File: config.mk
export PLATFORM = sky130hd
export DESIGN_NAME = uart_frame_tx
export DESIGN_NICKNAME = d
export VERILOG_FILES = /design/src/rtl/uft_pkg.sv /design/src/rtl/uft_baud_gen.sv /design/src/rtl/uft_frame_pack.sv /design/src/rtl/uft_tx_fsm.sv /design/src/rtl/uart_frame_tx.sv
export SDC_FILE = /design/constraint.sdc
export NUM_CORES = 1
export LEC_CHECK = 0
export ABC_AREA = 1
export BUFFER_PORTS_ARGS = -buffer_cell sky130_fd_sc_hd__buf_4
export CORE_MARGIN = 1
export CORE_UTILIZATION = 30
export CTS_BUF_LIST = sky130_fd_sc_hd__clkbuf_4 sky130_fd_sc_hd__clkbuf_8
export DETAILED_ROUTE_END_ITERATION = 12
export PLACE_DENSITY = 0.48
export SETUP_SLACK_MARGIN = 0.15
export SLEW_MARGIN = 40
export SYNTH_ARGS = -nofsm -noshare
export SYNTH_HDL_FRONTEND = slang
export SYNTH_HIERARCHICAL = 1
export SYNTH_SLANG_ARGS = --single-unit
File: constraint.sdc
create_clock -name clk -period 8.69 [get_ports clk]
set_input_delay 0.869 -clock clk [delete_from_list [all_inputs] [get_ports clk]]
set_output_delay 0.869 -clock clk [all_outputs]
set_load 0.01 [all_outputs]
File: src/rtl/uft_pkg.sv
package uft_pkg;

    localparam int CHAR_W = 8;

    typedef enum logic [2:0] {
        ST_IDLE,
        ST_START,
        ST_DATA,
        ST_PARITY,
        ST_STOP1,
        ST_STOP2
    } tx_state_e;

    typedef enum logic [1:0] {
        PAR_NONE = 2'b00,
        PAR_ZERO = 2'b01,
        PAR_ODD  = 2'b10,
        PAR_EVEN = 2'b11
    } par_mode_e;

endpackage

File: src/rtl/uft_baud_gen.sv
module uft_baud_gen #(
    parameter int DIV_W   = 16,
    parameter int MIN_DIV = 4
) (
    input  logic             clk,
    input  logic             rst_n,
    input  logic             en,
    input  logic             restart,
    input  logic [DIV_W-1:0] div,
    output logic             tick
);
    localparam int CNT_W = DIV_W + 1;

    logic [DIV_W-1:0] eff_div;
    logic [CNT_W-1:0] limit;
    logic [CNT_W-1:0] cnt_q;

    always_comb begin
        eff_div = (div < DIV_W'(MIN_DIV)) ? DIV_W'(MIN_DIV) : div;
        limit   = {eff_div, 1'b0};
    end

    assign tick = en && !restart && (cnt_q >= limit - CNT_W'(1));

    always_ff @(posedge clk) begin
        if (!rst_n) begin
            cnt_q <= '0;
        end else if (!en || restart || tick) begin
            cnt_q <= '0;
        end else begin
            cnt_q <= cnt_q + CNT_W'(1);
        end
    end


    tick_gap_chk: assert property (@(posedge clk) disable iff (!rst_n)
        tick |=> !tick);

endmodule

File: src/rtl/uft_frame_pack.sv
module uft_frame_pack
    import uft_pkg::*;
(
    input  logic [CHAR_W-1:0] char_in,
    input  logic              lsb_first,
    input  logic              len8,
    input  par_mode_e         par_mode,
    output logic [CHAR_W-1:0] ord_bits,
    output logic              par_bit
);
    logic [CHAR_W-1:0] masked;

    assign masked = len8 ? char_in : {1'b0, char_in[CHAR_W-2:0]};

    for (genvar i = 0; i < CHAR_W; i++) begin : g_order
        if (i < CHAR_W - 1) begin : g_short
            assign ord_bits[i] = lsb_first ? masked[i]
                               : (len8 ? masked[CHAR_W-1-i] : masked[CHAR_W-2-i]);
        end else begin : g_top
            assign ord_bits[i] = lsb_first ? masked[i]
                               : (len8 ? masked[0] : 1'b0);
        end
    end

    always_comb begin
        unique case (par_mode)
            PAR_NONE: par_bit = 1'b0;
            PAR_ZERO: par_bit = 1'b0;
            PAR_ODD:  par_bit = ~^masked;
            PAR_EVEN: par_bit = ^masked;
            default:  par_bit = 1'b0;
        endcase
    end

endmodule

File: src/rtl/uft_tx_fsm.sv
module uft_tx_fsm
    import uft_pkg::*;
(
    input  logic              clk,
    input  logic              rst_n,
    input  logic              en,
    input  logic              start_req,
    input  logic              tick,
    input  logic [CHAR_W-1:0] ord_bits,
    input  logic              par_bit,
    input  logic              par_on,
    input  logic              len8,
    input  logic              stop2,
    output logic              txd,
    output logic              busy,
    output logic              done
);
    localparam int IDX_W = $clog2(CHAR_W);

    tx_state_e         state_q, state_d;
    logic [IDX_W-1:0]  idx_q;
    logic [CHAR_W-1:0] shreg_q;
    logic              par_q, par_on_q, len8_q, stop2_q, done_q;
    logic              last_data, finish;

    assign last_data = (idx_q == (len8_q ? IDX_W'(CHAR_W - 1) : IDX_W'(CHAR_W - 2)));
    assign finish    = tick && (((state_q == ST_STOP1) && !stop2_q) || (state_q == ST_STOP2));

    // next-state logic
    always_comb begin
        state_d = state_q;
        unique case (state_q)
            ST_IDLE:   if (start_req) state_d = ST_START;
            ST_START:  if (tick) state_d = ST_DATA;
            ST_DATA:   if (tick && last_data) state_d = par_on_q ? ST_PARITY : ST_STOP1;
            ST_PARITY: if (tick) state_d = ST_STOP1;
            ST_STOP1:  if (tick) state_d = stop2_q ? ST_STOP2 : ST_IDLE;
            ST_STOP2:  if (tick) state_d = ST_IDLE;
            default:   state_d = ST_IDLE;
        endcase
    end

    // state register and captured frame
    always_ff @(posedge clk) begin
        if (!rst_n) begin
            state_q  <= ST_IDLE;
            idx_q    <= '0;
            shreg_q  <= '0;
            par_q    <= 1'b0;
            par_on_q <= 1'b0;
            len8_q   <= 1'b0;
            stop2_q  <= 1'b0;
            done_q   <= 1'b0;
        end else if (!en) begin
            state_q <= ST_IDLE;
            done_q  <= 1'b0;
        end else begin
            state_q <= state_d;
            done_q  <= finish;
            if ((state_q == ST_IDLE) && start_req) begin
                idx_q    <= '0;
                shreg_q  <= ord_bits;
                par_q    <= par_bit;
                par_on_q <= par_on;
                len8_q   <= len8;
                stop2_q  <= stop2;
            end else if ((state_q == ST_DATA) && tick) begin
                idx_q <= idx_q + IDX_W'(1);
            end
        end
    end

    // outputs
    always_comb begin
        unique case (state_q)
            ST_IDLE:   txd = 1'b1;
            ST_START:  txd = 1'b0;
            ST_DATA:   txd = shreg_q[idx_q];
            ST_PARITY: txd = par_q;
            ST_STOP1:  txd = 1'b1;
            ST_STOP2:  txd = 1'b1;
            default:   txd = 1'b1;
        endcase
        busy = (state_q != ST_IDLE);
        done = done_q;
    end


    done_after_busy_chk: assert property (@(posedge clk) disable iff (!rst_n)
        done |-> (!busy && $past(busy)));


    done_width_chk: assert property (@(posedge clk) disable iff (!rst_n)
        done |=> !done);


    off_idle_chk: assert property (@(posedge clk) disable iff (!rst_n)
        !en |=> (!busy && txd && !done));


    start_low_chk: assert property (@(posedge clk) disable iff (!rst_n)
        $rose(busy) |-> !txd);


    cfg_hold_chk: assert property (@(posedge clk) disable iff (!rst_n)
        busy |=> ($stable(len8_q) && $stable(stop2_q) && $stable(par_on_q)));

endmodule

File: src/rtl/uart_frame_tx.sv
module uart_frame_tx
    import uft_pkg::*;
#(
    parameter int DIV_W   = 16,
    parameter int MIN_DIV = 4
) (
    input  logic              clk,
    input  logic              rst_n,
    input  logic              fmt_wr,
    input  logic [7:0]        fmt_wdata,
    input  logic              div_wr,
    input  logic [DIV_W-1:0]  div_wdata,
    input  logic              data_wr,
    input  logic [CHAR_W-1:0] data_wdata,
    output logic              txd,
    output logic              tx_busy,
    output logic              tx_done
);
    logic              clk_on_q, tx_on_q, lsb_first_q, len8_q, stop2_q;
    par_mode_e         par_q;
    logic [DIV_W-1:0]  div_q;
    logic              fmt_unused;
    logic              start_req, tick, par_bit;
    logic [CHAR_W-1:0] ord_bits;

    assign fmt_unused = fmt_wdata[5];

    always_ff @(posedge clk) begin
        if (!rst_n) begin
            clk_on_q    <= 1'b0;
            tx_on_q     <= 1'b0;
            lsb_first_q <= 1'b0;
            par_q       <= PAR_NONE;
            len8_q      <= 1'b0;
            stop2_q     <= 1'b0;
            div_q       <= DIV_W'(MIN_DIV);
        end else begin
            if (fmt_wr) begin
                clk_on_q    <= fmt_wdata[7];
                tx_on_q     <= fmt_wdata[6];
                lsb_first_q <= fmt_wdata[4];
                par_q       <= par_mode_e'(fmt_wdata[3:2]);
                len8_q      <= fmt_wdata[1];
                stop2_q     <= fmt_wdata[0];
            end
            if (div_wr) begin
                div_q <= div_wdata;
            end
        end
    end

    assign start_req = data_wr && clk_on_q && tx_on_q && !tx_busy;

    uft_baud_gen #(
        .DIV_W  (DIV_W),
        .MIN_DIV(MIN_DIV)
    ) baud_i (
        .clk    (clk),
        .rst_n  (rst_n),
        .en     (clk_on_q),
        .restart(start_req),
        .div    (div_q),
        .tick   (tick)
    );

    uft_frame_pack pack_i (
        .char_in  (data_wdata),
        .lsb_first(lsb_first_q),
        .len8     (len8_q),
        .par_mode (par_q),
        .ord_bits (ord_bits),
        .par_bit  (par_bit)
    );

    uft_tx_fsm fsm_i (
        .clk      (clk),
        .rst_n    (rst_n),
        .en       (clk_on_q),
        .start_req(start_req),
        .tick     (tick),
        .ord_bits (ord_bits),
        .par_bit  (par_bit),
        .par_on   (par_q != PAR_NONE),
        .len8     (len8_q),
        .stop2    (stop2_q),
        .txd      (txd),
        .busy     (tx_busy),
        .done     (tx_done)
    );


    no_start_off_chk: assert property (@(posedge clk) disable iff (!rst_n)
        (!tx_busy && !(clk_on_q && tx_on_q)) |=> !tx_busy);

endmodule

; ---- Word level (Yosys, flattened, before mapping)
; Cells that the tools add are included.
[totals]
ff_bits = 59
input_bits = 37
output_inout_bits = 3
word_cells = 102
[classes]
addsub = 3
magnitude_cmp = 3
n_eq_ne = 15
n_mux = 34
bitwise = 1
n_reduce_logical = 30
[ops]
columns = cell, n
row1 = 3-bit two-way mux, 10
row2 = 1-bit two-way mux, 18
row3 = 3-bit case mux with 6 select lines, 1
row4 = "17-bit by 1-bit adder with 17-bit output, second input constant", 1
row5 = 17-bit >= comparator, 1
row6 = "17-bit by 1-bit subtractor with 17-bit output, second input constant", 1
row7 = "16-bit by 3-bit < comparator with 1-bit output, second input constant", 1
row8 = 16-bit two-way mux, 1
row9 = 1-bit logical AND, 10
row10 = "2-bit != test, second input constant", 5
row11 = 8-bit two-way mux, 1
row12 = 8-bit XNOR reduction, 1
row13 = 8-bit XOR reduction, 1
row14 = "3-bit by 2-bit equality test with 1-bit output, second input constant", 2
row15 = "3-bit equality test, second input constant", 2
row16 = 1-bit case mux with 3 select lines, 2
row17 = 2-bit AND reduction, 3
row18 = 6-bit AND reduction, 1
row19 = "2-bit equality test, second input constant", 2
row20 = 1-bit zero test, 4
row21 = "3-bit by 4-bit < comparator with 1-bit output, second input constant", 1
row22 = 2-bit nonzero test, 2
row23 = 2-bit OR reduction, 2
row24 = "3-bit by 1-bit adder with 3-bit output, second input constant", 1
row25 = other kinds (10), 12

; ---- Depth between registers and ports, before layout
; Gate-level depths: netlist of the first run.
[depth]
word_depth = 9
mapped_depth = 25
depth_no_buf = 25

; ---- Hierarchy
; Netlist of the first run, hierarchy kept.
[by_module_without_submodules]
columns = mod, n_inst, cells_per_inst, area_per_inst_um2, seq_area_each_um2
row1 = uft_baud_gen, 1, 243, 1707.9, 340.3
row2 = uart_frame_tx, 1, 146, 958.4, 460.4
row3 = uft_tx_fsm, 1, 133, 954.7, 380.4
row4 = uft_frame_pack, 1, 61, 276.5, 0.0

; ---- Worst setup path after synthesis of the first run
; No wires, ideal clock.
[synth_path]
kind = reg-to-reg
start = register div_q[8]
end = register fsm_i.state_q[1]
setup_ps = 113
t_arrival_ps = 2747
required_time_ps = 8577
setup_slack_ps = 5830
path_stages_with_launch = 24
path_buffers = 0
period_less_slack_ps = 2860
path_cell_list = dfxtp_1 nor2_1 nand2_1 nor2_2 nand2_4 nand2_1 ha_1 nand4_4 nor3_1 nor2_1 ha_1 nand2_1 nor2_2 nand2_1 clkinv_1 nand4_4 nand3_1 nand2_1 inv_1 inv_1 nand2_1 nand3_2 nor2_1 nor2_1
[synth_via]
elab_chain_len = 8
word_cells_on_any_way = 12
cone_classes = 1 x add/sub / 2 x order compare / 5 x eq/ne / 1 x mux / 3 x reduce/logical
[synth_rtl]
columns = item, line
row1 = "start, declared", uart_frame_tx.sv:21  ; logic [DIV_W-1:0] div_q;
row2 = "start signal, assigned", uart_frame_tx.sv:36  ; div_q <= DIV_W'(MIN_DIV);
row3 = "start signal, assigned", uart_frame_tx.sv:47  ; div_q <= div_wdata;
row4 = 16-bit by 3-bit < comparator with 1-bit output, uft_baud_gen.sv:19  ; eff_div = (div < DIV_W'(MIN_DIV)) ? DIV_W'(MIN_DIV) : div;
row5 = 16-bit two-way mux (*), uft_baud_gen.sv:19
row6 = 17-bit by 1-bit subtractor with 17-bit output (*), uft_baud_gen.sv:23  ; assign tick = en && !restart && (cnt_q >= limit - CNT_W'(1));
row7 = 17-bit >= comparator (*), uft_baud_gen.sv:23
row8 = 1-bit logical AND (*), uft_baud_gen.sv:23
row9 = net tick, uart_frame_tx.sv:23  ; logic start_req, tick, par_bit;
row10 = 1-bit logical AND, uft_tx_fsm.sv:35  ; ST_DATA: if (tick && last_data) state_d = par_on_q ? ST_PARITY : ST_STOP1;
row11 = 2-bit by 1-bit != test with 1-bit output (no source line), --
row12 = 6-bit AND reduction (no source line) (*), --
row13 = "end signal, assigned", uft_tx_fsm.sv:58  ; state_q <= state_d;
row14 = "end, declared", uft_tx_fsm.sv:20  ; tx_state_e state_q, state_d;
; The timed path passes the listed nets; every way through them passes the cells marked *.
; A chain may end at the register's enable or synchronous reset.

; ---- Worst setup path in the final report of the first run
[layout_path]
start = register div_q[8]
end = register fsm_i.done_q (netlist: fsm_i/done)
[layout_via]
elab_chain_len = 6
[layout_rtl]
columns = item, line
row1 = 16-bit by 3-bit < comparator with 1-bit output, uft_baud_gen.sv:19
row2 = 16-bit two-way mux (*), uft_baud_gen.sv:19
row3 = 17-bit by 1-bit subtractor with 17-bit output (*), uft_baud_gen.sv:23
row4 = 17-bit >= comparator (*), uft_baud_gen.sv:23
row5 = 1-bit logical AND (*), uft_baud_gen.sv:23
row6 = net tick, uart_frame_tx.sv:23
row7 = 1-bit logical AND (*), uft_tx_fsm.sv:27  ; assign finish = tick && (((state_q == ST_STOP1) && !stop2_q) || (state_q == ST_STOP2));
row8 = "end signal, assigned", uft_tx_fsm.sv:59  ; done_q <= finish;
row9 = "end, declared", uft_tx_fsm.sv:23  ; logic par_q, par_on_q, len8_q, stop2_q, done_q;
; Marks and branches as above.

==> results of run 1 <==
## kinds of logic after synthesis
logic type	Yosys count
XOR/XNOR	24
AO/OA/AOI/OAI	62
buffers and inverters	96
AND/OR/NAND/NOR	323
flip-flops	59
adder cells (fa/ha/maj)	19
## path summary, 6_finish.rpt
path                                        from                to  slack [ns]  depth (start not counted)
worst max-delay path                    div_q[8]        fsm_i/done        5.25                         20
worst min-delay path            fsm_i/shreg_q[5]  fsm_i/shreg_q[5]        0.45                          2
worst max register to register          div_q[8]        fsm_i/done        5.25                         20
worst min register to register  fsm_i/shreg_q[5]  fsm_i/shreg_q[5]        0.45                          2
## per-stage QoR
stage                     utilization  hold WS (ns)
after floorplan                     -         0.429
after global placement          0.340         0.449
after detailed placement        0.340         0.449
after CTS                       0.355         0.459
after global routing            0.355         0.488
final                           0.355         0.451
## per-layer routing
layer,share of wire,track usage,vias to the layer above
li1,-,-,1900
met2,0.42,0.210,50
met4,0.019,0.0615,0
met1,0.53,0.192,1519
met5,0,0,-
met3,0.032,0.0288,11
## worst register-to-register path: cells and delay by family, from the launching register on
kind | cells | cell delay, ns
compound gates | 1 | 0.49
flops | 1 | 0.36
fa+ha+maj | 2 | 0.56
simple gates | 14 | 1.60
buf+inv | 3 | 0.28
## flip-flops by register name, summed over array words and instances, names as in the netlist
name / cells
clk_on_q: 1
baud_i/cnt_q: 17
fsm_i/par_q: 1
div_q: 16
fsm_i/len8_q: 1
fsm_i/state_q: 3
tx_on_q: 1
fsm_i/shreg_q: 8
stop2_q: 1
len8_q: 1
fsm_i/stop2_q: 1
fsm_i/done: 1
fsm_i/idx_q: 3
fsm_i/par_on_q: 1
lsb_first_q: 1
par_q: 2
## power groups by stage
stage / sequential [µW] / combinational, µW / clock (µW)
after floorplan: 292 / 69.9 / 0
after global placement: 295 / 92.6 / 0
after detailed placement: 295 / 94.5 / 0
after CTS: 289 / 94.8 / 249
after global routing: 290 / 109 / 261
final: 289 / 93.4 / 238
## cells in the mapped netlist, types with 2 or more instances
master and n:
sky130_fd_sc_hd__a21oi_1 24, sky130_fd_sc_hd__o211ai_1 7, sky130_fd_sc_hd__nor2_2 17, sky130_fd_sc_hd__o21ai_0 19, sky130_fd_sc_hd__nor2_1 95, sky130_fd_sc_hd__clkinv_1 2
sky130_fd_sc_hd__inv_1 73, sky130_fd_sc_hd__nand3_1 26, sky130_fd_sc_hd__buf_2 3, sky130_fd_sc_hd__buf_6 5, sky130_fd_sc_hd__nor2_4 4, sky130_fd_sc_hd__inv_2 9
sky130_fd_sc_hd__nor3_1 5, sky130_fd_sc_hd__nand3_2 6, sky130_fd_sc_hd__nand4_4 3, sky130_fd_sc_hd__nor3_2 2, sky130_fd_sc_hd__buf_4 2, sky130_fd_sc_hd__nand4_1 6
sky130_fd_sc_hd__dfxtp_1 59, sky130_fd_sc_hd__ha_1 19, sky130_fd_sc_hd__o21bai_1 2, sky130_fd_sc_hd__nand2_2 6, sky130_fd_sc_hd__o21ai_1 4, sky130_fd_sc_hd__xnor2_1 10
sky130_fd_sc_hd__nand2_1 148, sky130_fd_sc_hd__xor2_1 13
## cell type report
cell class | count | area (µm²) | area share
Timing Repair Buffer | 38 | 285 | 0.0637
Multi-Input combinational cell | 428 | 2300 | 0.512
Clock inverter | 1 | 7.51 | 0.00168
Sequential cell | 59 | 1180 | 0.264
Clock buffer | 14 | 180 | 0.0402
Tap cell | 172 | 215 | 0.0480
Inverter | 84 | 315 | 0.0704
==> key figures, run 1 <==
Status
  • Run status: finished clean

Global routing
  • Antenna violations before repair: 0
  • Wire length of the first global-routing pass: approximately 15000 µm
  • Global-route usage over all layers: 0.140
  • Remaining Overflow, GRT: 0
  • Pin count of the biggest net entering global routing: 33
  • Vias in the first global route: ~3200

Clock tree
  • Number of CTS-inserted buffers: 9
  • Number of clock sinks: roughly 60
  • Setup Fix Bufs, Post-CTS: 0
  • Clock H-tree levels: 3
  • Post-CTS Resized: 0
  • Clk Latency, worst-skew pair: about 0.34 ns
  • Root cell of the clock tree: sky130_fd_sc_hd__clkbuf_8
  • TritonCTS clock tree: done
  • Max Root-Sink Buffers: 2
  • Register clock-pin slew on the reported worst setup and hold paths: 0.07 ns
  • CTS Hold Buffers Added: 0

Cells and area
  • Net count of the finished layout: slightly below 700
  • Filler Cells Inserted: 1443
  • Most common library cell in the layout ignoring fill and taps: sky130_fd_sc_hd__nand2_1
  • Share of post-route cells with drive strength above 1: 0.170
  • Summed area of non-filler cells in the final layout: 4480 µm²
  • Area grow syn2layout: 15.0%
  • Count of inserted antenna diode cells: 0
  • Commonest non-fill, non-tap cells in the layout: sky130_fd_sc_hd__nand2_1, sky130_fd_sc_hd__nor2_1, sky130_fd_sc_hd__inv_1
  • Final standard cell count with taps included and fillers excluded: between 700 and 800

Routing
  • Antenna-violating nets left: 0
  • Vias: 3480
  • Count of unresolved DRC violations after routing: 0
  • Routed wire per std cell: ~10 µm
  • Aggregate routed wire length: around 8300 µm
  • Via/cell ratio: 4.37
  • Drt initial violations: 107
  • Count of TritonRoute iterations in the first routing pass: 4

Synth
  • Complex-gate fraction of the synthesized area: 0.0892
  • Count of flip-flops with a built-in enable after synthesis: 0
  • Syn. warnings: 6
  • Top cell type's share of synthesized area: 0.303
  • Synthesized-area fraction occupied by xor and xnor cells: 0.0559
  • Synthesized area divided by synthesized cell count: 6.69 µm²
  • Adder and majority gate portion of the synthesized area: 0.0610
  • Fraction of registers with async set or reset after synthesis: 0
  • Simple-gate share of the synthesized area: 0.383
  • Post-synthesis instance area: between 3000 and 4000 µm²
  • Leading area contributor after synthesis: sky130_fd_sc_hd__dfxtp_1
  • Flops & latches, synth: between 50 and 60
  • Multiplexer share of the synthesized area: 0
  • Synthesized Nets: 639
  • Instance count of the mapped netlist: 583
  • Largest family of logic cells by synthesized area: simple AND/OR/NAND/NOR gates
  • Distinct cells, synth: 40
  • Share of synthesized area occupied by flip-flops and latches: 0.303
  • Most frequently used flop master after synthesis: sky130_fd_sc_hd__dfxtp_1
  • Top cells by area in the synthesized netlist: sky130_fd_sc_hd__dfxtp_1, sky130_fd_sc_hd__nand2_1, sky130_fd_sc_hd__nor2_1, sky130_fd_sc_hd__inv_1, sky130_fd_sc_hd__ha_1

Pwr
  • Leak Pwr: 0.00203 µW
  • Switching power as a share of total power: 0.277
  • Clock network fraction of design power: 0.383
  • Internal power contribution: about 450 µW
  • Relative contribution of combinational cells to total power: 0.151
  • Sequential share of power: 0.466
  • Tot Pwr: 620 µW
  • Power per cell area: between 100 and 150 nW/µm²
  • Psw: around 170 µW
  • Worst IR Drop VDD: between 60 and 70 µV

Setup path
  • Worst Setup Path Type: reg2reg
  • Launching element type of the critical path: flop
  • Critical-path cell list: nor2_1 > nand2_1 > nor2_2 > nand2_4 > nand2_1 > ha_1 > nand4_4 > nor3_1 > nor2_1 > ha_1 > nand2_1 > nor2_2 > nand2_1 > clkinv_1 > nand4_4 > nand3_1 > nand2_1 > inv_1 > inv_1 > a2111oi_0
  • Worst Path Required: 8.87 ns
  • Worst Path Arrival: 3.63 ns
  • Max incr delay on CP: between 0.4 and 0.5 ns
  • Worst Setup End Kind: flop
  • Total buffers and inverters traversed by the critical path: 3
  • Delay-heaviest family, CP: simple AND/OR/NAND/NOR gates
  • Master of the slowest instance on the critical path: sky130_fd_sc_hd__a2111oi_0
  • Top fanout value on the critical path: 8
  • Library cell appearing most often on the critical path: sky130_fd_sc_hd__nand2_1

STA
  • Relative slew slack: 0.663
  • Final worst-path setup slack: about 5.2 ns
  • Final setup skew: roughly 0.011 ns
  • Fmax: just under 0.3 GHz
  • Final clock period utilization by the worst path: 0.396
  • Hold Violations, Final: 0
  • Clock period minus worst slack: around 3.4 ns
  • Accumulated negative setup slack: 0 ns
  • Total setup violations reported at the end of the flow: 0
  • Count of pins over their slew limit: 0
  • Worst slew pin tran: 0.493 ns
  • Unrepaired setup endpoints after global routing: false

Place
  • Placed Instance Area: roughly 4300 µm²
  • DPL Wire Length: around 6400 µm
  • Pre-CTS setup slack: roughly 5.2 ns
  • Count of placed standard cells including taps: between 700 and 800
  • Weighted congestion at the end of routability-driven global placement: roughly 0.8
  • Port Buffer Count: 38

Floorplanning
  • Effective utilization at floorplan: 0.309
  • Placeable Area: approximately 13000 µm²
  • Full die area: 13500 µm²
  • Die H: 116 µm
  • Die Wd: around 120 µm
  • Total number of placement rows: 41
  • Ports placed on the boundary: 40

Flow run
  • Number of max-capacitance violations reported: 0

Worst hold path
  • HP Class: reg2reg
Power figures use the tool's default switching activity.
==> run 2: changes to the inputs <==
- clock period: 8.69 -> 3.3 ns (I/O delays scaled with it)
==> key figures, run 2 (synthesis results as in run 1) <==
Place
  • Weighted congestion at the end of routability-driven global placement: approximately 0.8
  • DPL Wire Length: about 6400 µm
  • Port Buffer Count: 38
  • Placed Instance Area: around 4300 µm²
  • Pre-CTS setup slack: a little under 0.07 ns

STA
  • Clock period minus worst slack: around 2.9 ns
  • Fmax: around 0.35 GHz
  • Count of pins over their slew limit: 0
  • Final setup skew: about 0.010 ns
  • Accumulated negative setup slack: 0 ns
  • Worst slew pin tran: approximately 0.54 ns
  • Final clock period utilization by the worst path: 0.868
  • Final worst-path setup slack: 0.437 ns
  • Relative slew slack: 0.639
  • Unrepaired setup endpoints after global routing: false
  • Total setup violations reported at the end of the flow: 0
  • Hold Violations, Final: 0

Cells and area
  • Most common library cell in the layout ignoring fill and taps: sky130_fd_sc_hd__nand2_1
  • Share of post-route cells with drive strength above 1: 0.209
  • Area grow syn2layout: 19.5%
  • Commonest non-fill, non-tap cells in the layout: sky130_fd_sc_hd__nand2_1, sky130_fd_sc_hd__nor2_1, sky130_fd_sc_hd__inv_1
  • Filler Cells Inserted: 1403
  • Net count of the finished layout: around 680
  • Top flop regs: baud_i/cnt_q x17, div_q x16, fsm_i/shreg_q x8
  • Register with the highest flop count: baud_i/cnt_q
  • Number of flip-flops in the largest register: 17
  • Util after Layout: 0.369
  • Count of inserted antenna diode cells: 0
  • Summed area of non-filler cells in the final layout: 4660 µm²

Floorplanning
  • Die Wd: around 120 µm
  • Total number of placement rows: between 40 and 50
  • Die H: 116 µm
  • Full die area: roughly 13000 µm²
  • Ports placed on the boundary: 40
  • Effective utilization at floorplan: 0.309
  • Placeable Area: roughly 13000 µm²

Worst hold path
  • HP Start: div_wdata[2]
  • HP Class: in2reg

Global routing
  • Vias in the first global route: just over 3000
  • Global-route usage over all layers: 0.140
  • Antenna violations before repair: 0
  • Pin count of the biggest net entering global routing: 33
  • Wire length of the first global-routing pass: approximately 15000 µm
  • Remaining Overflow, GRT: 0

Routing
  • Antenna-violating nets left: 0
  • Via/cell ratio: 4.34
  • Count of unresolved DRC violations after routing: 0
  • Vias: 3487
  • Drt initial violations: 115
  • Count of TritonRoute iterations in the first routing pass: 4
  • Routed wire per std cell: between 10 and 15 µm
  • Aggregate routed wire length: between 8000 and 9000 µm

Flow run
  • Number of max-capacitance violations reported: 0

Clock tree
  • Clk Latency, worst-skew pair: 0.35 ns
  • Max Root-Sink Buffers: 2
  • Register clock-pin slew on the reported worst setup and hold paths: roughly 0.060 ns
  • Root cell of the clock tree: sky130_fd_sc_hd__clkbuf_8
  • Clock H-tree levels: 3
  • Number of CTS-inserted buffers: 9
  • TritonCTS clock tree: done
  • Number of clock sinks: 59

Setup path
  • Library cell appearing most often on the critical path: sky130_fd_sc_hd__nand2_2
  • R2R Setup Slk: 0.44 ns
  • Critical-path cell list: nor2_4 > nand2_2 > nor2_4 > nand2_4 > nand2_2 > ha_4 > nand4_4 > nor3_2 > nor2_1 > ha_1 > nand2_1 > nor2_2 > nand2_2 > inv_2 > nand4_4 > nand3_1 > nand2_1 > inv_2 > inv_2 > nand2_2 > nand3_4 > nor2_1 > nor2_1
  • Master of the slowest instance on the critical path: sky130_fd_sc_hd__dfxtp_1
  • Critical path startpoint: div_q[5]
  • Worst Path Required: about 3.6 ns
  • Top fanout value on the critical path: 7
  • Max incr delay on CP: 0.36 ns
  • Worst Path Arrival: approximately 3.1 ns
  • R2R cell count: 23
  • Destination of the critical timing path: fsm_i/state_q[2]
  • Crit Reg-Reg Endpoint: fsm_i/state_q[2]
  • Reg2reg start: div_q[5]
  • Worst Setup End Kind: flop
  • Worst Setup Path Type: reg2reg
  • Launching element type of the critical path: flop

Status
  • Run status: finished clean

Pwr
  • Tot Pwr: between 1500 and 2000 µW
  • Leak Pwr: 0.00210 µW
  • Power per cell area: ~370 nW/µm²
  • Worst IR Drop VDD: ~180 µV
==> run 2: routing by layer <==
metal,global-route usage,vias to the layer above,routed length [µm],share of wire
li1,-,1916,-,-
met4,0.0667,0,136,0.016
met1,0.193,1502,4410,0.52
met5,0,-,0,0
met2,0.207,58,3610,0.43
met3,0.0288,11,274,0.032
==> run 2: repair_timing <==
item,CTS,global route
hold buffers,0,0
pin swaps,0,9
resized for setup,2,27
buffers inserted,0,1
setup endpoints to repair,1,24
==> run 2: layout make-up <==
type                    count  area (µm²)  area share
multi-input cells         428        2390       0.513
flip-flops and latches     59        1190       0.255
repair buffers             46         345      0.0742
inverters                  84         318      0.0682
well taps                 172         215      0.0462
clock buffers              13         166      0.0357
clock inverters             2        35.0     0.00752
==> run 2: report_power, final <==
group          internal (µW)  total (µW)  leakage, µW  switching, µW
clock network            402         687     0.000106            286
logic                    115         271      0.00151            156
registers                735         762     0.000483           27.0
==> run 2: worst max-delay path, delay by kind of cell, from the launching register on <==
family,cells,cell delay [ns]
adders and majority gates,2,0.41
DFF,1,0.36
and+or+nand+nor,18,1.77
buffers and inverters,3,0.22
==> run 2: metrics by stage <==
step	hold slack, ns	instances
3_5_place_dp	0.453	788
2_1_floorplan	0.429	583
4_1_cts	0.164	803
3_3_place_gp	0.449	788
6_report	0.189	804
5_1_grt	0.201	804
==> run 2: how the worst min path moves through the flow <==
| stage | end | slack [ns] | depth (start not counted) |
|---|---|---|---|
| 2_1_floorplan | fsm_i/shreg_q[7] | 0.43 | 2 |
| 3_3_place_gp | fsm_i/shreg_q[3] | 0.45 | 2 |
| 3_5_place_dp | fsm_i/shreg_q[3] | 0.45 | 2 |
| 4_1_cts | div_q[2] | 0.16 | 3 |
| 5_1_grt | div_q[2] | 0.20 | 3 |
| 6_report | div_q[2] | 0.19 | 3 |
